$ cat src/rtl/codec_xcvr_pkg.sv
// Package: shared types and parameter checks for the codec serial transceiver.
// Assumes: the channel window is one of the three lengths the codec accepts.
package codec_xcvr_pkg;

    // Channel carried in the current window; the encoding is visible on lrsel.
    typedef enum logic {
        CH_LEFT  = 1'b0,
        CH_RIGHT = 1'b1
    } chan_e;

    // Number of serial sub-phases per data bit.
    localparam int PHASES_PER_BIT = 4;

    // True when the window length is one the codec supports.
    function automatic bit window_len_ok(input int n);
        return (n == 128) || (n == 192) || (n == 256);
    endfunction

endpackage

$ cat src/rtl/codec_seq_timer.sv
// Module: sequence counter for the codec frame.
// Counts clocks within a channel window, flips the channel at the window end
// and decodes bit index, phase and bit clock from the count.
// Assumes: CHAN_CLKS is a multiple of four and IDX_W holds CHAN_CLKS/4-1.
module codec_seq_timer
    import codec_xcvr_pkg::*;
#(
    parameter int CHAN_CLKS = 128,
    parameter int IDX_W     = 6
) (
    input  logic             clk,
    input  logic             rst_n,
    output logic [IDX_W-1:0] bit_idx,
    output logic [1:0]       phase,
    output logic             bclk,
    output chan_e            chan,
    output logic             win_last
);

    localparam int              CNT_W = $clog2(CHAN_CLKS);
    localparam logic [CNT_W-1:0] LAST = CNT_W'(CHAN_CLKS - 1);

    logic [CNT_W-1:0] seq;

    // Advance the count and toggle the channel when the window ends.
    always_ff @(posedge clk) begin
        if (!rst_n) begin
            seq  <= '0;
            chan <= CH_LEFT;
        end else if (seq == LAST) begin
            seq  <= '0;
            chan <= (chan == CH_LEFT) ? CH_RIGHT : CH_LEFT;
        end else begin
            seq  <= seq + 1'b1;
        end
    end

    // Decode position outputs from the count.
    always_comb begin
        phase    = seq[1:0];
        bclk     = seq[1];
        bit_idx  = IDX_W'(seq >> 2);
        win_last = (seq == LAST);
    end

endmodule

$ cat src/rtl/codec_tx_serializer.sv
// Module: transmit shadow and MSB-first serializer.
// Captures the next channel's word on the last clock of a window and shifts
// one bit per four clocks; the line is low after the last data bit.
// Assumes: win_last, phase and bit_idx come from the shared sequence counter.
module codec_tx_serializer
    import codec_xcvr_pkg::*;
#(
    parameter int SAMPLE_W = 20,
    parameter int IDX_W    = 6
) (
    input  logic                clk,
    input  logic                rst_n,
    input  logic                win_last,
    input  chan_e               chan,
    input  logic [IDX_W-1:0]    bit_idx,
    input  logic [1:0]          phase,
    input  logic [SAMPLE_W-1:0] tx_left,
    input  logic [SAMPLE_W-1:0] tx_right,
    output logic                sdout
);

    localparam logic [IDX_W-1:0] LAST_BIT = IDX_W'(SAMPLE_W - 1);

    logic [SAMPLE_W-1:0] shadow;
    logic                in_word;

    assign in_word = (bit_idx <= LAST_BIT);

    // Load the word for the next window, else shift after each data bit.
    always_ff @(posedge clk) begin
        if (!rst_n) begin
            shadow <= '0;
        end else if (win_last) begin
            shadow <= (chan == CH_LEFT) ? tx_right : tx_left;
        end else if (in_word && phase == 2'd3) begin
            shadow <= {shadow[SAMPLE_W-2:0], 1'b0};
        end
    end

    // Present the current MSB during the data bits, low when idle.
    always_comb begin
        sdout = in_word ? shadow[SAMPLE_W-1] : 1'b0;
    end

endmodule

$ cat src/rtl/codec_rx_deserializer.sv
// Module: receive shifter and per-channel output registers.
// Samples the serial input at phase 2 of each data bit, MSB first, and moves
// the finished word to the register of the current channel.
// Assumes: phase and bit_idx come from the shared sequence counter.
module codec_rx_deserializer
    import codec_xcvr_pkg::*;
#(
    parameter int SAMPLE_W = 20,
    parameter int IDX_W    = 6
) (
    input  logic                clk,
    input  logic                rst_n,
    input  logic                sdin,
    input  chan_e               chan,
    input  logic [IDX_W-1:0]    bit_idx,
    input  logic [1:0]          phase,
    output logic [SAMPLE_W-1:0] rx_left,
    output logic [SAMPLE_W-1:0] rx_right,
    output logic                rx_valid
);

    localparam logic [IDX_W-1:0] LAST_BIT = IDX_W'(SAMPLE_W - 1);
    localparam int               NCHAN    = 2;

    logic [SAMPLE_W-1:0] shreg;
    logic [SAMPLE_W-1:0] next_word;
    logic                take;
    logic                word_done;
    logic [SAMPLE_W-1:0] rx_word [NCHAN];

    // Decode sampling points and the word formed by the current bit.
    always_comb begin
        take      = (phase == 2'd2) && (bit_idx <= LAST_BIT);
        word_done = (phase == 2'd2) && (bit_idx == LAST_BIT);
        next_word = {shreg[SAMPLE_W-2:0], sdin};
    end

    // Shift in one serial bit at each sampling point.
    always_ff @(posedge clk) begin
        if (!rst_n) begin
            shreg <= '0;
        end else if (take) begin
            shreg <= next_word;
        end
    end

    // One output register per channel, written when its word completes.
    for (genvar c = 0; c < NCHAN; c++) begin : g_chan
        always_ff @(posedge clk) begin
            if (!rst_n) begin
                rx_word[c] <= '0;
            end else if (word_done && chan == chan_e'(1'(c))) begin
                rx_word[c] <= next_word;
            end
        end
    end

    // Strobe once the right-channel word of a frame is stored.
    always_ff @(posedge clk) begin
        if (!rst_n) begin
            rx_valid <= 1'b0;
        end else begin
            rx_valid <= word_done && (chan == CH_RIGHT);
        end
    end

    assign rx_left  = rx_word[0];
    assign rx_right = rx_word[1];

endmodule

$ cat src/rtl/codec_serial_xcvr.sv
// Module: top of the audio codec serial transceiver.
// Generates codec clocks and channel select from one counter and moves one
// word per channel window in each direction.
// Assumes: the codec runs from mclk and uses the same channel window length.
module codec_serial_xcvr
    import codec_xcvr_pkg::*;
#(
    parameter int CHAN_CLKS = 128,
    parameter int SAMPLE_W  = 20,
    parameter int IDX_W     = 6
) (
    input  logic                clk,
    input  logic                rst_n,
    input  logic [SAMPLE_W-1:0] tx_left,
    input  logic [SAMPLE_W-1:0] tx_right,
    input  logic                sdin,
    output logic                mclk,
    output logic                bclk,
    output logic                lrsel,
    output logic                sdout,
    output logic [IDX_W-1:0]    bit_idx,
    output logic [1:0]          phase,
    output logic [SAMPLE_W-1:0] rx_left,
    output logic [SAMPLE_W-1:0] rx_right,
    output logic                rx_valid
);

    localparam int CNT_W = $clog2(CHAN_CLKS);

    // Reject parameter sets the codec or the counter cannot support.
    if (!window_len_ok(CHAN_CLKS)) begin : g_bad_len
        $error("CHAN_CLKS must be 128, 192 or 256");
    end
    if (SAMPLE_W * PHASES_PER_BIT > CHAN_CLKS) begin : g_bad_width
        $error("SAMPLE_W does not fit the channel window");
    end
    if (IDX_W < CNT_W - 2) begin : g_bad_idx
        $error("IDX_W too narrow for the bit index");
    end

    chan_e chan;
    logic  win_last;

    codec_seq_timer #(
        .CHAN_CLKS (CHAN_CLKS),
        .IDX_W     (IDX_W)
    ) u_timer (
        .clk      (clk),
        .rst_n    (rst_n),
        .bit_idx  (bit_idx),
        .phase    (phase),
        .bclk     (bclk),
        .chan     (chan),
        .win_last (win_last)
    );

    codec_tx_serializer #(
        .SAMPLE_W (SAMPLE_W),
        .IDX_W    (IDX_W)
    ) u_tx (
        .clk      (clk),
        .rst_n    (rst_n),
        .win_last (win_last),
        .chan     (chan),
        .bit_idx  (bit_idx),
        .phase    (phase),
        .tx_left  (tx_left),
        .tx_right (tx_right),
        .sdout    (sdout)
    );

    codec_rx_deserializer #(
        .SAMPLE_W (SAMPLE_W),
        .IDX_W    (IDX_W)
    ) u_rx (
        .clk      (clk),
        .rst_n    (rst_n),
        .sdin     (sdin),
        .chan     (chan),
        .bit_idx  (bit_idx),
        .phase    (phase),
        .rx_left  (rx_left),
        .rx_right (rx_right),
        .rx_valid (rx_valid)
    );

    assign mclk  = clk;
    assign lrsel = chan;

endmodule

$ cat config.mk
export PLATFORM = sky130hd
export DESIGN_NAME = codec_serial_xcvr
export DESIGN_NICKNAME = d
export VERILOG_FILES = /design/src/rtl/codec_xcvr_pkg.sv /design/src/rtl/codec_seq_timer.sv /design/src/rtl/codec_tx_serializer.sv /design/src/rtl/codec_rx_deserializer.sv /design/src/rtl/codec_serial_xcvr.sv
export SDC_FILE = /design/constraint.sdc
export NUM_CORES = 1
export LEC_CHECK = 0
export ABC_CLOCK_PERIOD_IN_PS = 3700
export BUFFER_PORTS_ARGS = -buffer_cell sky130_fd_sc_hd__buf_4
export CAP_MARGIN = 20
export CORE_MARGIN = 5
export CORE_UTILIZATION = 35
export CTS_BUF_LIST = sky130_fd_sc_hd__clkbuf_4 sky130_fd_sc_hd__clkbuf_8
export CTS_CLUSTER_SIZE = 12
export DETAILED_ROUTE_END_ITERATION = 10
export REMOVE_ABC_BUFFERS = 1
export SYNTH_ARGS = -nofsm -noshare
export SYNTH_HDL_FRONTEND = slang
export SYNTH_SLANG_ARGS = --single-unit
$ cat constraint.sdc
create_clock -name clk -period 3.7 [get_ports clk]
set_input_delay 0.74 -clock clk [delete_from_list [all_inputs] [get_ports clk]]
set_output_delay 0.74 -clock clk [all_outputs]
set_load 0.02 [all_outputs]
==> run_results.csv <==
group,metric,value,unit
min_path,hold_class,"register to register",
synthesis,synthArstFlopShare,0,
critical_path,reg2reg_setup_slack,1.52,ns
die,die_h,116,um
route,drc,0,
synthesis,synth_flop_cell,"dfxtp_1",
outcome,outcome,"completed",
critical_path,critPathRequiredTime,2.96,ns
timing,fin_skew,0.0107,ns
die,row_count,38,
critical_path,critPathLaunch,"clk",
die,die_w,116,um
power_and_ir_drop,p_leak,2.01,nW
global_route,grt_antenna_before_repair,0,
route,wl_per_cell,14.5,um
finish,final_area,4950,um^2
die,coreArea,10900,um^2
placed_design,portBuffers,94,
critical_path,r2r-start,"u_timer.seq[1]",
synthesis,synth.avg_cell_area,10.8,um^2
clock_network,cts_resized,0,
clock_network,tritoncts,"yes",
critical_path,reg2reg_depth,6,
placed_design,placed_area,4700,um^2
global_route,grt_max_degree,58,
route,drt_wl_total,8.55,mm
die,dieArea,13400,um^2
min_path,worstHoldStart,"u_rx.shreg[7]",
die,io_pins,96,
critical_path,r2r-end,"u_rx.rx_word[0][13]",
power_and_ir_drop,powerDensity,409,nW/um^2
finish,multi_input_area,1580,um^2
route,vias,2940,
finish,final_util,0.455,
clock_network,post_cts_buffers,0,
min_path,hold_depth,2,
finish,stdcell_count,588,
placed_design,gp_congestion,0.702,
synthesis,synth.distinct_cells,33,
route,vias_per_cell,5.00,
critical_path,arrival,2.22,ns
placed_design,dp.cells,570,
synthesis,yosysTopAreaCell,"edfxtp_1",
placed_design,hpwl,5.62,mm
route,ant_nets,0,
critical_path,startpoint_type,"clock port",
timing,rsz0062_at_grt,"no",
synthesis,ys_top_cells_by_area,"edfxtp_1 (31%), dfxtp_1 (25%), and2_1 (6.6%)",
power_and_ir_drop,peakVddDrop,0.217,mV
job,drv_cap,0,
synthesis,synth_edf_count,40,
timing,worst_pin_slew,0.869,ns
timing,finalHoldWorstSlack,0.492,ns
synthesis,synth_warnings,0,
timing,slew_viol_final,0,
route,dr.pass1.iters,6,
finish,fillerInstances,1023,
global_route,grt_pass1_wl,13.5,mm
synthesis,ys_seq_area_frac,0.553,
timing,setup_tns,0,ns
synthesis,netlist_instances,363,
critical_path,critPathMaxFanout,2,
clock_network,clk_latency,0.47,ns
die,start_util,0.359,
finish,synthToLayoutAreaGrowth,26.7,%
global_route,overflow,0,
critical_path,critPathCaptureType,"output port",
finish,diodes,0,
timing,slew_headroom,0.416,
synthesis,syn_area,3910,um^2
finish,regArea,2160,um^2
timing,hold_viol_final,0,
critical_path,critical_path_class,"clock port to output port",
synthesis,synth_seq_cells,88,
finish,drive_above_1_share,0.286,
placed_design,pre_cts_slack,0.976,ns
route,drt_iter0_drc,175,
clock_network,hold_buffers,0,
finish,nets,489,
min_path,worstHoldEndpoint,"u_rx.shreg[8]",
global_route,grt_pass1_vias,2720,
timing,finalSetupViolCount,0,
global_route,grt.total_usage,0.128,
synthesis,synth_top_area_share,0.307,
power_and_ir_drop,fin_total_pwr,2.02,mW
clock_network,clk_pin_slew,0.08,ns
timing,setup_slack,0.738,ns
[kinds of logic after synthesis]
logic type | after synthesis | synth area share
buffers and inverters | 39 | 0.0474
XOR/XNOR | 3 | 0.00672
AO/OA/AOI/OAI | 90 | 0.155
flip-flops | 88 | 0.553
AND/OR/NAND/NOR | 120 | 0.180
other | 1 | 0.000959
adder cells (fa/ha/maj) | 2 | 0.00640
multiplexers | 20 | 0.0512
[Yosys cell counts, types with 2 or more instances]
cell / count
nand3_1: 44
buf_4: 5
mux2i_1: 20
buf_1: 2
dfxtp_1: 48
buf_2: 15
or3_1: 2
clkbuf_1: 12
xor2_1: 2
edfxtp_1: 40
nor2_1: 6
and3_1: 21
o311a_1: 19
ha_1: 2
a21oi_1: 22
o21a_1: 2
a21boi_0: 19
inv_1: 3
and2_1: 41
o21ai_0: 25
[worst max-delay path by stage]
stage / endpoint / slack [ns] / cells after the start
after floorplan: u_rx.rx_word[0][0] / 0.05 / 4
after global placement: mclk / 0.98 / 1
after detailed placement: mclk / 0.98 / 1
after CTS: mclk / 0.73 / 3
after global routing: mclk / 0.73 / 3
final: mclk / 0.74 / 3
[registers in the layout, summed over array words and instances (netlist names)]
signal	flops
u_rx.rx_word	40
u_rx.shreg	19
u_timer.chan	1
u_tx.shadow	20
u_rx.rx_valid	1
u_timer.seq	7
[worst max-delay path, stage by stage]
cell and delay (ns):
clkbuf_8 0.11, clkbuf_8 0.12, buf_4 0.14
[cell usage in the layout, fill, tap and decap left out, types with 2 or more instances in the layout]
cell type and count:
a21oi_1 22, nor2_1 6, dfxtp_1 48, inv_1 3, edfxtp_1 40, o311a_1 19, bufinv_16 2, nand3_1 44
mux2i_1 20, a21boi_0 19, or3_1 2, clkbuf_8 12, and2_1 41, inv_6 2, buf_4 102, xor2_1 2
o21ai_0 23, o21ai_2 2, o21a_1 2, clkinvlp_4 2, ha_1 2, and3_1 21
[routing by layer]
layer / global-route usage / vias to the layer above / share of wire
li1: - / 1489 / -
met1: 0.176 / 1350 / 0.46
met2: 0.194 / 99 / 0.46
met3: 0.0339 / 2 / 0.071
met4: 0.0526 / 0 / 0.0019
met5: 0 / - / 0
[power by group]
part | internal [mW] | switching [mW] | leakage [nW] | total, mW
Combinational | 0.0624 | 0.0780 | 1.08 | 0.140
Sequential | 1.03 | 0.00968 | 0.800 | 1.04
Clock | 0.464 | 0.380 | 0.129 | 0.844
[layout make-up]
cell class,instances,share of cell area
multi-input cells,236,0.319
inverters,4,0.00303
clock buffers,13,0.0349
flip-flops and latches,88,0.436
well taps,140,0.0354
clock inverters,6,0.0187
repair buffers,101,0.153
No activity file was read; power rests on OpenSTA's default activity.
